## config.mk

```make
export PLATFORM = sky130hd
export DESIGN_NAME = smram_tseg_ctrl
export DESIGN_NICKNAME = d
export VERILOG_FILES = /design/src/rtl/smram_pkg.sv /design/src/rtl/smram_ctl_regs.sv /design/src/rtl/smram_win_decode.sv /design/src/rtl/tseg_carve.sv /design/src/rtl/smram_tseg_ctrl.sv
export SDC_FILE = /design/constraint.sdc
export NUM_CORES = 1
export LEC_CHECK = 0
export CAP_MARGIN = 20
export CORE_MARGIN = 10
export CORE_UTILIZATION = 34
export DETAILED_ROUTE_END_ITERATION = 10
export PLACE_DENSITY = 0.89
export SKIP_LAST_GASP = 1
export SLEW_MARGIN = 30
export SYNTH_ARGS = -nofsm -noshare
export SYNTH_HDL_FRONTEND = slang
export SYNTH_SLANG_ARGS = --single-unit
```

## constraint.sdc

```tcl
create_clock -name clk -period 7.2 [get_ports clk]
set_clock_uncertainty 0.15 [all_clocks]
set_input_delay 1.8 -clock clk [delete_from_list [all_inputs] [get_ports clk]]
set_output_delay 1.8 -clock clk [all_outputs]
set_load 0.02 [all_outputs]
```

## src/rtl/smram_pkg.sv

```systemverilog
package smram_pkg;
    localparam int CTL_OPEN = 6;
    localparam int CTL_LOCK = 4;
    localparam int CTL_GEN  = 3;
    localparam int EXT_HIGH = 7;
    localparam int EXT_CODE = 1;
    localparam int EXT_TEN  = 0;

    localparam logic [7:0] CTL_WMASK     = 8'h58;
    localparam logic [7:0] CTL_WMASK_LCK = 8'h00;
    localparam logic [7:0] EXT_WMASK     = 8'h87;
    localparam logic [7:0] EXT_WMASK_LCK = 8'h00;

    typedef enum logic [1:0] {
        TSZ_1M  = 2'd0,
        TSZ_2M  = 2'd1,
        TSZ_8M  = 2'd2,
        TSZ_EXT = 2'd3
    } tseg_code_e;

    typedef struct packed {
        logic [7:0] ctl;
        logic [7:0] ext;
    } smram_regs_t;
endpackage

```

## src/rtl/smram_ctl_regs.sv

```systemverilog
module smram_ctl_regs
    import smram_pkg::*;
(
    input  logic        clk,
    input  logic        rst_n,
    input  logic        wr_en,
    input  logic        wr_sel,
    input  logic [7:0]  wr_data,
    output smram_regs_t regs_q
);
    smram_regs_t regs_d;
    logic        locked;
    logic [7:0]  ctl_mask;
    logic [7:0]  ext_mask;

    always_comb begin
        regs_d   = regs_q;
        locked   = regs_q.ctl[CTL_LOCK];
        ctl_mask = locked ? CTL_WMASK_LCK : CTL_WMASK;
        ext_mask = locked ? EXT_WMASK_LCK : EXT_WMASK;
        if (wr_en) begin
            if (!wr_sel) begin
                regs_d.ctl = (regs_q.ctl & ~ctl_mask) | (wr_data & ctl_mask);
            end else begin
                regs_d.ext = (regs_q.ext & ~ext_mask) | (wr_data & ext_mask);
            end
        end
        if (regs_d.ctl[CTL_LOCK]) begin
            regs_d.ctl[CTL_OPEN] = 1'b0;
        end
    end

    always_ff @(posedge clk) begin
        if (!rst_n) begin
            regs_q <= '0;
        end else begin
            regs_q <= regs_d;
        end
    end

    AST_RESERVED_ZERO: assert property (@(posedge clk) disable iff (!rst_n)
        ((regs_q.ctl & ~CTL_WMASK) == 8'h00) && ((regs_q.ext & ~EXT_WMASK) == 8'h00));
    AST_LOCK_STICKY: assert property (@(posedge clk) disable iff (!rst_n)
        regs_q.ctl[CTL_LOCK] |=> regs_q.ctl[CTL_LOCK]);
    AST_LOCK_CLOSES_OPEN: assert property (@(posedge clk) disable iff (!rst_n)
        regs_q.ctl[CTL_LOCK] |-> !regs_q.ctl[CTL_OPEN]);
    AST_LOCKED_FROZEN: assert property (@(posedge clk) disable iff (!rst_n)
        regs_q.ctl[CTL_LOCK] |=> $stable(regs_q));
endmodule

```

## src/rtl/smram_win_decode.sv

```systemverilog
module smram_win_decode
    import smram_pkg::*;
(
    input  logic       clk,
    input  logic       rst_n,
    input  logic [7:0] ctl,
    input  logic [7:0] ext,
    output logic       compat_to_bus,
    output logic       high_alias_en,
    output logic       smm_low_en,
    output logic       smm_high_en
);
    logic open_b;
    logic gen_b;
    logic high_b;

    always_comb begin
        open_b = ctl[CTL_OPEN];
        gen_b  = ctl[CTL_GEN];
        high_b = ext[EXT_HIGH];
        if (open_b) begin
            compat_to_bus = high_b;
            high_alias_en = high_b;
        end else begin
            compat_to_bus = 1'b1;
            high_alias_en = 1'b0;
        end
        smm_low_en  = gen_b & ~high_b;
        smm_high_en = gen_b &  high_b;
    end

    AST_SMM_ONE_VIEW: assert property (@(posedge clk) disable iff (!rst_n)
        $onehot0({smm_low_en, smm_high_en}));
    AST_ALIAS_HIDES_LOW: assert property (@(posedge clk) disable iff (!rst_n)
        high_alias_en |-> compat_to_bus);
    AST_CLOSED_NO_ALIAS: assert property (@(posedge clk) disable iff (!rst_n)
        !ctl[CTL_OPEN] |-> (compat_to_bus && !high_alias_en));
endmodule

```

## src/rtl/tseg_carve.sv

```systemverilog
module tseg_carve
    import smram_pkg::*;
#(
    parameter int MEM_MB_W   = 12,
    parameter int EXT_MB_W   = 12,
    parameter int EXT_MAX_MB = 4095
) (
    input  logic                clk,
    input  logic                rst_n,
    input  logic                gen_en,
    input  logic                tseg_en,
    input  tseg_code_e          code,
    input  logic [MEM_MB_W-1:0] low_mem_mb,
    input  logic [EXT_MB_W-1:0] ext_mb,
    output logic [MEM_MB_W-1:0] size_mb,
    output logic [MEM_MB_W-1:0] base_mb,
    output logic                active
);
    localparam int EXT_FULL = (1 << EXT_MB_W) - 1;
    localparam int SIZE_CAP = (EXT_MAX_MB > 8) ? EXT_MAX_MB : 8;

    logic [MEM_MB_W-1:0] ext_sz;
    logic [MEM_MB_W-1:0] sel_sz;

    generate
        if (EXT_MAX_MB < EXT_FULL) begin : g_clamp
            localparam logic [EXT_MB_W-1:0] CAP = EXT_MB_W'(EXT_MAX_MB);
            assign ext_sz = MEM_MB_W'((ext_mb > CAP) ? CAP : ext_mb);
        end else begin : g_pass
            assign ext_sz = MEM_MB_W'(ext_mb);
        end
    endgenerate

    always_comb begin
        case (code)
            TSZ_1M:  sel_sz = MEM_MB_W'(1);
            TSZ_2M:  sel_sz = MEM_MB_W'(2);
            TSZ_8M:  sel_sz = MEM_MB_W'(8);
            default: sel_sz = ext_sz;
        endcase
        size_mb = (gen_en && tseg_en) ? sel_sz : '0;
        active  = |size_mb;
        base_mb = (size_mb > low_mem_mb) ? '0 : (low_mem_mb - size_mb);
    end

    AST_TSEG_NEEDS_BOTH: assert property (@(posedge clk) disable iff (!rst_n)
        active |-> (gen_en && tseg_en));
    AST_TSEG_CAPPED: assert property (@(posedge clk) disable iff (!rst_n)
        int'(size_mb) <= SIZE_CAP);
    AST_TSEG_AT_TOP: assert property (@(posedge clk) disable iff (!rst_n)
        (active && (size_mb <= low_mem_mb)) |-> ((base_mb + size_mb) == low_mem_mb));
endmodule

```

## src/rtl/smram_tseg_ctrl.sv

```systemverilog
module smram_tseg_ctrl
    import smram_pkg::*;
#(
    parameter int MEM_MB_W   = 12,
    parameter int EXT_MB_W   = 12,
    parameter int EXT_MAX_MB = 4095
) (
    input  logic                clk,
    input  logic                rst_n,
    input  logic                wr_en,
    input  logic                wr_sel,
    input  logic [7:0]          wr_data,
    input  logic [MEM_MB_W-1:0] low_mem_mb,
    input  logic [EXT_MB_W-1:0] ext_tseg_mb,
    output logic [7:0]          smram_ctl,
    output logic [7:0]          smram_ext,
    output logic                compat_to_bus,
    output logic                high_alias_en,
    output logic                smm_low_en,
    output logic                smm_high_en,
    output logic                tseg_active,
    output logic [MEM_MB_W-1:0] tseg_base_mb,
    output logic [MEM_MB_W-1:0] tseg_size_mb
);
    smram_regs_t regs_q;
    tseg_code_e  code;

    smram_ctl_regs u_regs (
        .clk     (clk),
        .rst_n   (rst_n),
        .wr_en   (wr_en),
        .wr_sel  (wr_sel),
        .wr_data (wr_data),
        .regs_q  (regs_q)
    );

    smram_win_decode u_win (
        .clk           (clk),
        .rst_n         (rst_n),
        .ctl           (regs_q.ctl),
        .ext           (regs_q.ext),
        .compat_to_bus (compat_to_bus),
        .high_alias_en (high_alias_en),
        .smm_low_en    (smm_low_en),
        .smm_high_en   (smm_high_en)
    );

    assign code = tseg_code_e'(regs_q.ext[EXT_CODE +: 2]);

    tseg_carve #(
        .MEM_MB_W   (MEM_MB_W),
        .EXT_MB_W   (EXT_MB_W),
        .EXT_MAX_MB (EXT_MAX_MB)
    ) u_tseg (
        .clk        (clk),
        .rst_n      (rst_n),
        .gen_en     (regs_q.ctl[CTL_GEN]),
        .tseg_en    (regs_q.ext[EXT_TEN]),
        .code       (code),
        .low_mem_mb (low_mem_mb),
        .ext_mb     (ext_tseg_mb),
        .size_mb    (tseg_size_mb),
        .base_mb    (tseg_base_mb),
        .active     (tseg_active)
    );

    assign smram_ctl = regs_q.ctl;
    assign smram_ext = regs_q.ext;
endmodule

```

; ---- Word level (Yosys, flattened, before mapping)
; Cells that the tools add are included.
[word_totals]
in_bits = 36
ff_bits = 16
wordCells = 37
out_inout_bits = 45
latch_bits = 0
mem_bits_ro = 0
ramBits = 0
mem_count = 0
[classes]
eq_ne = 2
mul = 0
div = 0
shift = 0
n_reduce_logical = 6
bitwise_logic = 13
addsub = 1
mux = 10
magnitude_cmp = 1
[op_table]
columns = cell, count
row1 = $pmux 12 s3, 1
row2 = $and 8x8->8, 4
row3 = $mux 12, 2
row4 = $mux 8, 2
row5 = $not 8->8, 2
row6 = $or 8x8->8, 2
row7 = $mux 13, 1
row8 = $gt 12x12->1, 1
row9 = $reduce_or 12->1, 1
row10 = $sub 12x12->12, 1
row11 = $mux 7, 1
row12 = $mux 5, 1
row13 = $reduce_and 2->1, 2
row14 = $not 1->1, 3
row15 = $and 1x1->1, 2
row16 = $eq 2x1->1 const B, 1
row17 = $eq 2x2->1 const B, 1
row18 = $logic_not 2->1, 1
row19 = $mux 1, 2
row20 = $reduce_or 2->1, 1
row21 = $logic_and 1x1->1, 1

; ---- Logic depth before layout (Yosys ltp)
[logic_depth]
depth_word = 7
depth_mapped = 12

; ---- Hierarchy
; Synthesis repeated with hierarchy kept, for this count alone.
[unflattened]
hier_cells = 160
area_unflattened_um2 = 1161.1
[modules_own_cells]
columns = module, n_inst, cells_each, seq_area_each_um2, area_per_inst_um2
row1 = tseg_carve, 1, 122, 0.0, 779.5
row2 = smram_ctl_regs, 1, 34, 140.1, 356.6
row3 = smram_win_decode, 1, 4, 0.0, 25.0

; ---- Least setup slack after synthesis
; OpenSTA, ideal clock, no wires.
[synth_timing]
path_kind = input -> output
from = input ext_tseg_mb[0]
to = output tseg_base_mb[10]
stages = 11
arrival_time_ns = 3.917
setup_slack_ns = 1.333
n_path_buf = 0
path_cell_list = nand3_1 > o21ai_0 > and3_2 > ha_1 > inv_1 > fa_1 > a211oi_1 > o21ai_1 > a221oi_1 > xor2_1 > nor2_1
[synth_between]
elab_chain_cells = 4
elab_cells_between_ends = 5
classes_between = 1 x add/sub / 1 x order compare / 3 x mux
[synth_lines]
columns = element, line
row1 = from (decl), smram_tseg_ctrl.sv:14  ; input logic [EXT_MB_W-1:0] ext_tseg_mb,
row2 = $pmux 12 s3 (*), tseg_carve.sv:35  ; case (code)
row3 = $mux 12 (*), tseg_carve.sv:41  ; size_mb = (gen_en && tseg_en) ? sel_sz : '0;
row4 = net tseg_size_mb[0], smram_tseg_ctrl.sv:23  ; output logic [MEM_MB_W-1:0] tseg_size_mb
row5 = $sub 12x12->12 / $gt 12x12->1 (equally long branches), tseg_carve.sv:43  ; base_mb = (size_mb > low_mem_mb) ? '0 : (low_mem_mb - size_mb);
row6 = $mux 12 (*), tseg_carve.sv:43
row7 = to (decl), smram_tseg_ctrl.sv:22  ; output logic [MEM_MB_W-1:0] tseg_base_mb,
; Mark *: on every way through the listed nets, which the timed path passes. The rest lies on a longest branch.

; ---- Worst setup path after layout
[layout_timing]
from = input ext_tseg_mb[0]
to = output tseg_base_mb[10]
[layout_between]
elab_chain_cells = 4
elab_cells_between_ends = 5
classes_between = 1 x add/sub / 1 x order compare / 3 x mux
[layout_lines]
columns = element, line
row1 = $pmux 12 s3 (*), tseg_carve.sv:35
row2 = $mux 12 (*), tseg_carve.sv:41
row3 = $sub 12x12->12 / $gt 12x12->1 (equally long branches), tseg_carve.sv:43
row4 = $mux 12 (*), tseg_carve.sv:43
; Mark *: on every way between the ends. The rest lies on a longest branch, timed or not.

==> flow_summary.yaml <==
outcome:
  outcome: "completed"
synth:
  synthFlopType: "dfxtp_1"
  syn_area_mm2: 0.00113
  synth_edf_count: 0
  netlist_instances: 160
  avgSynthCellArea_um2: 7.09
  ys_seq_elements: 7
  seq_area_frac_synth_pct: 12.3
  yosysWarningCount: 0
  async_reset_ff_share_pct: 0
  ys_types: 44
min_path:
  min_path_type: "flip-flop to flip-flop"
setup_path:
  crit_fanout: 3
  cp_slowest_cell: "clkdlybuf4s50_1"
  crit_chain: "clkdlybuf4s50_1, nand3_1, o21ai_0, and3_2, ha_1, inv_1, fa_1, a211oi_1, o21ai_1, a221oi_1, xor2_1, nor2_1, clkdlybuf4s50_1"
  path_common_cell: "clkdlybuf4s50_1"
  slowest_delay_ns: 0.61
  critPathLaunchType: "input pin"
  path_class: "input pin to primary output"
  critPathRequiredTime_ns: 5.25
  cp_data_arrival_time_ns: 4.96
  cp_num_buf_inv: 3
  crit_family: "buffers and inverters"
  cp-end-kind: "primary output"
die:
  num_rows: 20
  dieWidth_um: 77.8
  floorplan.initialDensity_pct: 36.3
  core_area_mm2: 0.00313
  die-area_mm2: 0.00605
  ioPinCount: 81
  die_h_um: 77.8
global_routing:
  grt_max_degree: 12
  antenna_found_initial: 0
  gr-max-usage-layer: "met2"
  grt_pass1_wl_um: 6230
  grtUsageMet1_pct: 12.8
  use_met3_pct: 5.18
  use_met2_pct: 21.6
  grt_pass1_vias: 1347
  grt_overflow: 0
  grtUsageTotal_pct: 12.1
clock_tree:
  postCtsSetupRepairBufs: 0
  cts_root_buf: "clkbuf_4"
  clk_pin_slew_worst_paths_ns: 0.06
  cts_tree: "done"
  cts-buffers-inserted: 3
  h-tree-depth: 1
  clock_latency_ns: 0.26
  clock_sinks: 7
  max-clock-path-buffers: 2
  holdBufCountCts: 0
  cts.repair.resized: 0
timing:
  setup_viol: 0
  max_freq_ghz: 0.145
  fin_crit_sh_pct: 96.0
  slew_viol_final: 0
  rsz0062_at_grt: "false"
  setup_tns_ns: 0
  min_period_ns: 6.91
  hold_viol: 0
final_layout:
  diodes: 0
  final_nets: 278
  n_fill_cell: 294
  mostFrequentLayoutCell: "clkdlybuf4s50_1"
  fin_area_mm2: 0.00186
  regArea_um2: 140
  drive_gt1_share_pct: 3.51
  syn_to_final_growth_pct: 63.5
  layout_common_cells: "clkdlybuf4s50_1, inv_1, nand2_1"
  multi_input_area_um2: 862
routing:
  wl_per_cell_um: 14.3
  viasPerCell: 4.78
  dr.first_iter.drc_count: 50
  wl_um: 3880
  vias: 1300
  detail_route.first_pass.iterations: 4
  drc_errors: 0
  postRouteAntennaNets: 0
power_and_ir_drop:
  leakage_uw: 0.000823
  powerDensity_mw_per_mm2: 95.3
  ir_drop_mv: 0.0801
run:
  cap_violations: 0
place:
  post-dp-hpwl_um: 3420
  place_area_mm2: 0.00183
  port_buffers: 70
  place.gp.congestion: 0.878
==> per-layer routing <==
metal,wire [um],vias to the layer above
li1,-,668
met1,1570,576
met2,1880,51
met3,391,5
met4,39,0
met5,0,-
==> cells by family after synthesis <==
logic type      share of synthesized area, %
mux                                     4.41
other cells                            0.330
xor+xnor                                6.17
buf+inv                                 14.3
simple gates                            24.8
fa+ha+maj                               15.0
compound gates                          22.6
flops                                   12.3
==> through the flow <==
stage / setup WS, ns / total power, uW / hold WS (ns) / utilization (%) / std cells
2_1_floorplan: 1.33 / 97.8 / 0.358 / - / 168
5_1_grt: 0.0639 / 188 / 0.411 / 59.3 / 272
6_report: 0.288 / 177 / 0.382 / 59.3 / 272
3_3_place_gp: 0.313 / 139 / 0.367 / 58.5 / 268
3_5_place_dp: 0.278 / 141 / 0.365 / 58.5 / 268
4_1_cts: 0.275 / 178 / 0.377 / 59.3 / 272
==> power breakdown <==
group,total [uW],switching [uW],internal (uW),leakage (uW)
logic,96.6,46.6,49.9,0.000751
registers,43.1,2.48,40.6,0.0000572
clock network,37.3,16.0,21.3,0.0000150
total,177,65.1,112,0.000823
==> Yosys cell counts (all sizes together) (2+ instances only) <==
| cell | count | area (um2) |
|---|---|---|
| inv | 17 | 63.8 |
| mux2i | 5 | 50.1 |
| xor2 | 2 | 17.5 |
| nor2b | 7 | 43.8 |
| o21ai | 8 | 40.0 |
| buf | 13 | 91.3 |
| a21oi | 13 | 65.1 |
| ha | 12 | 150 |
| nand2b | 3 | 18.8 |
| nor2 | 13 | 51.3 |
| nor3b | 2 | 15.0 |
| and2 | 3 | 18.8 |
| xnor2 | 6 | 52.6 |
| o21bai | 2 | 15.0 |
| nor3 | 2 | 10.0 |
| nand3 | 3 | 15.0 |
| a21boi | 2 | 15.0 |
| clkbuf | 2 | 7.51 |
| o21a | 3 | 22.5 |
| dfxtp | 7 | 140 |
| o31ai | 2 | 15.0 |
| nand2 | 16 | 60.1 |
| or4 | 2 | 18.8 |
==> final timing paths <==
kind,cells past startpoint,slack [ns],endpoint,startpoint
min,1,0.38,flip-flop,u_regs.regs_q[12]
max,13,0.29,tseg_base_mb[10],ext_tseg_mb[0]
min reg2reg,1,0.38,flip-flop,u_regs.regs_q[12]
max reg2reg,3,5.93,flip-flop,u_regs.regs_q[12]
==> layout make-up <==
cell class                 count  share of cell area (%)
sequential                     7                    7.55
inverter                      17                    3.44
clock buffer                   4                    1.42
timing repair buffer          71                    38.2
multi-input combinational    129                    46.5
tap                           44                    2.97
No activity file was read; power rests on OpenSTA's default activity.
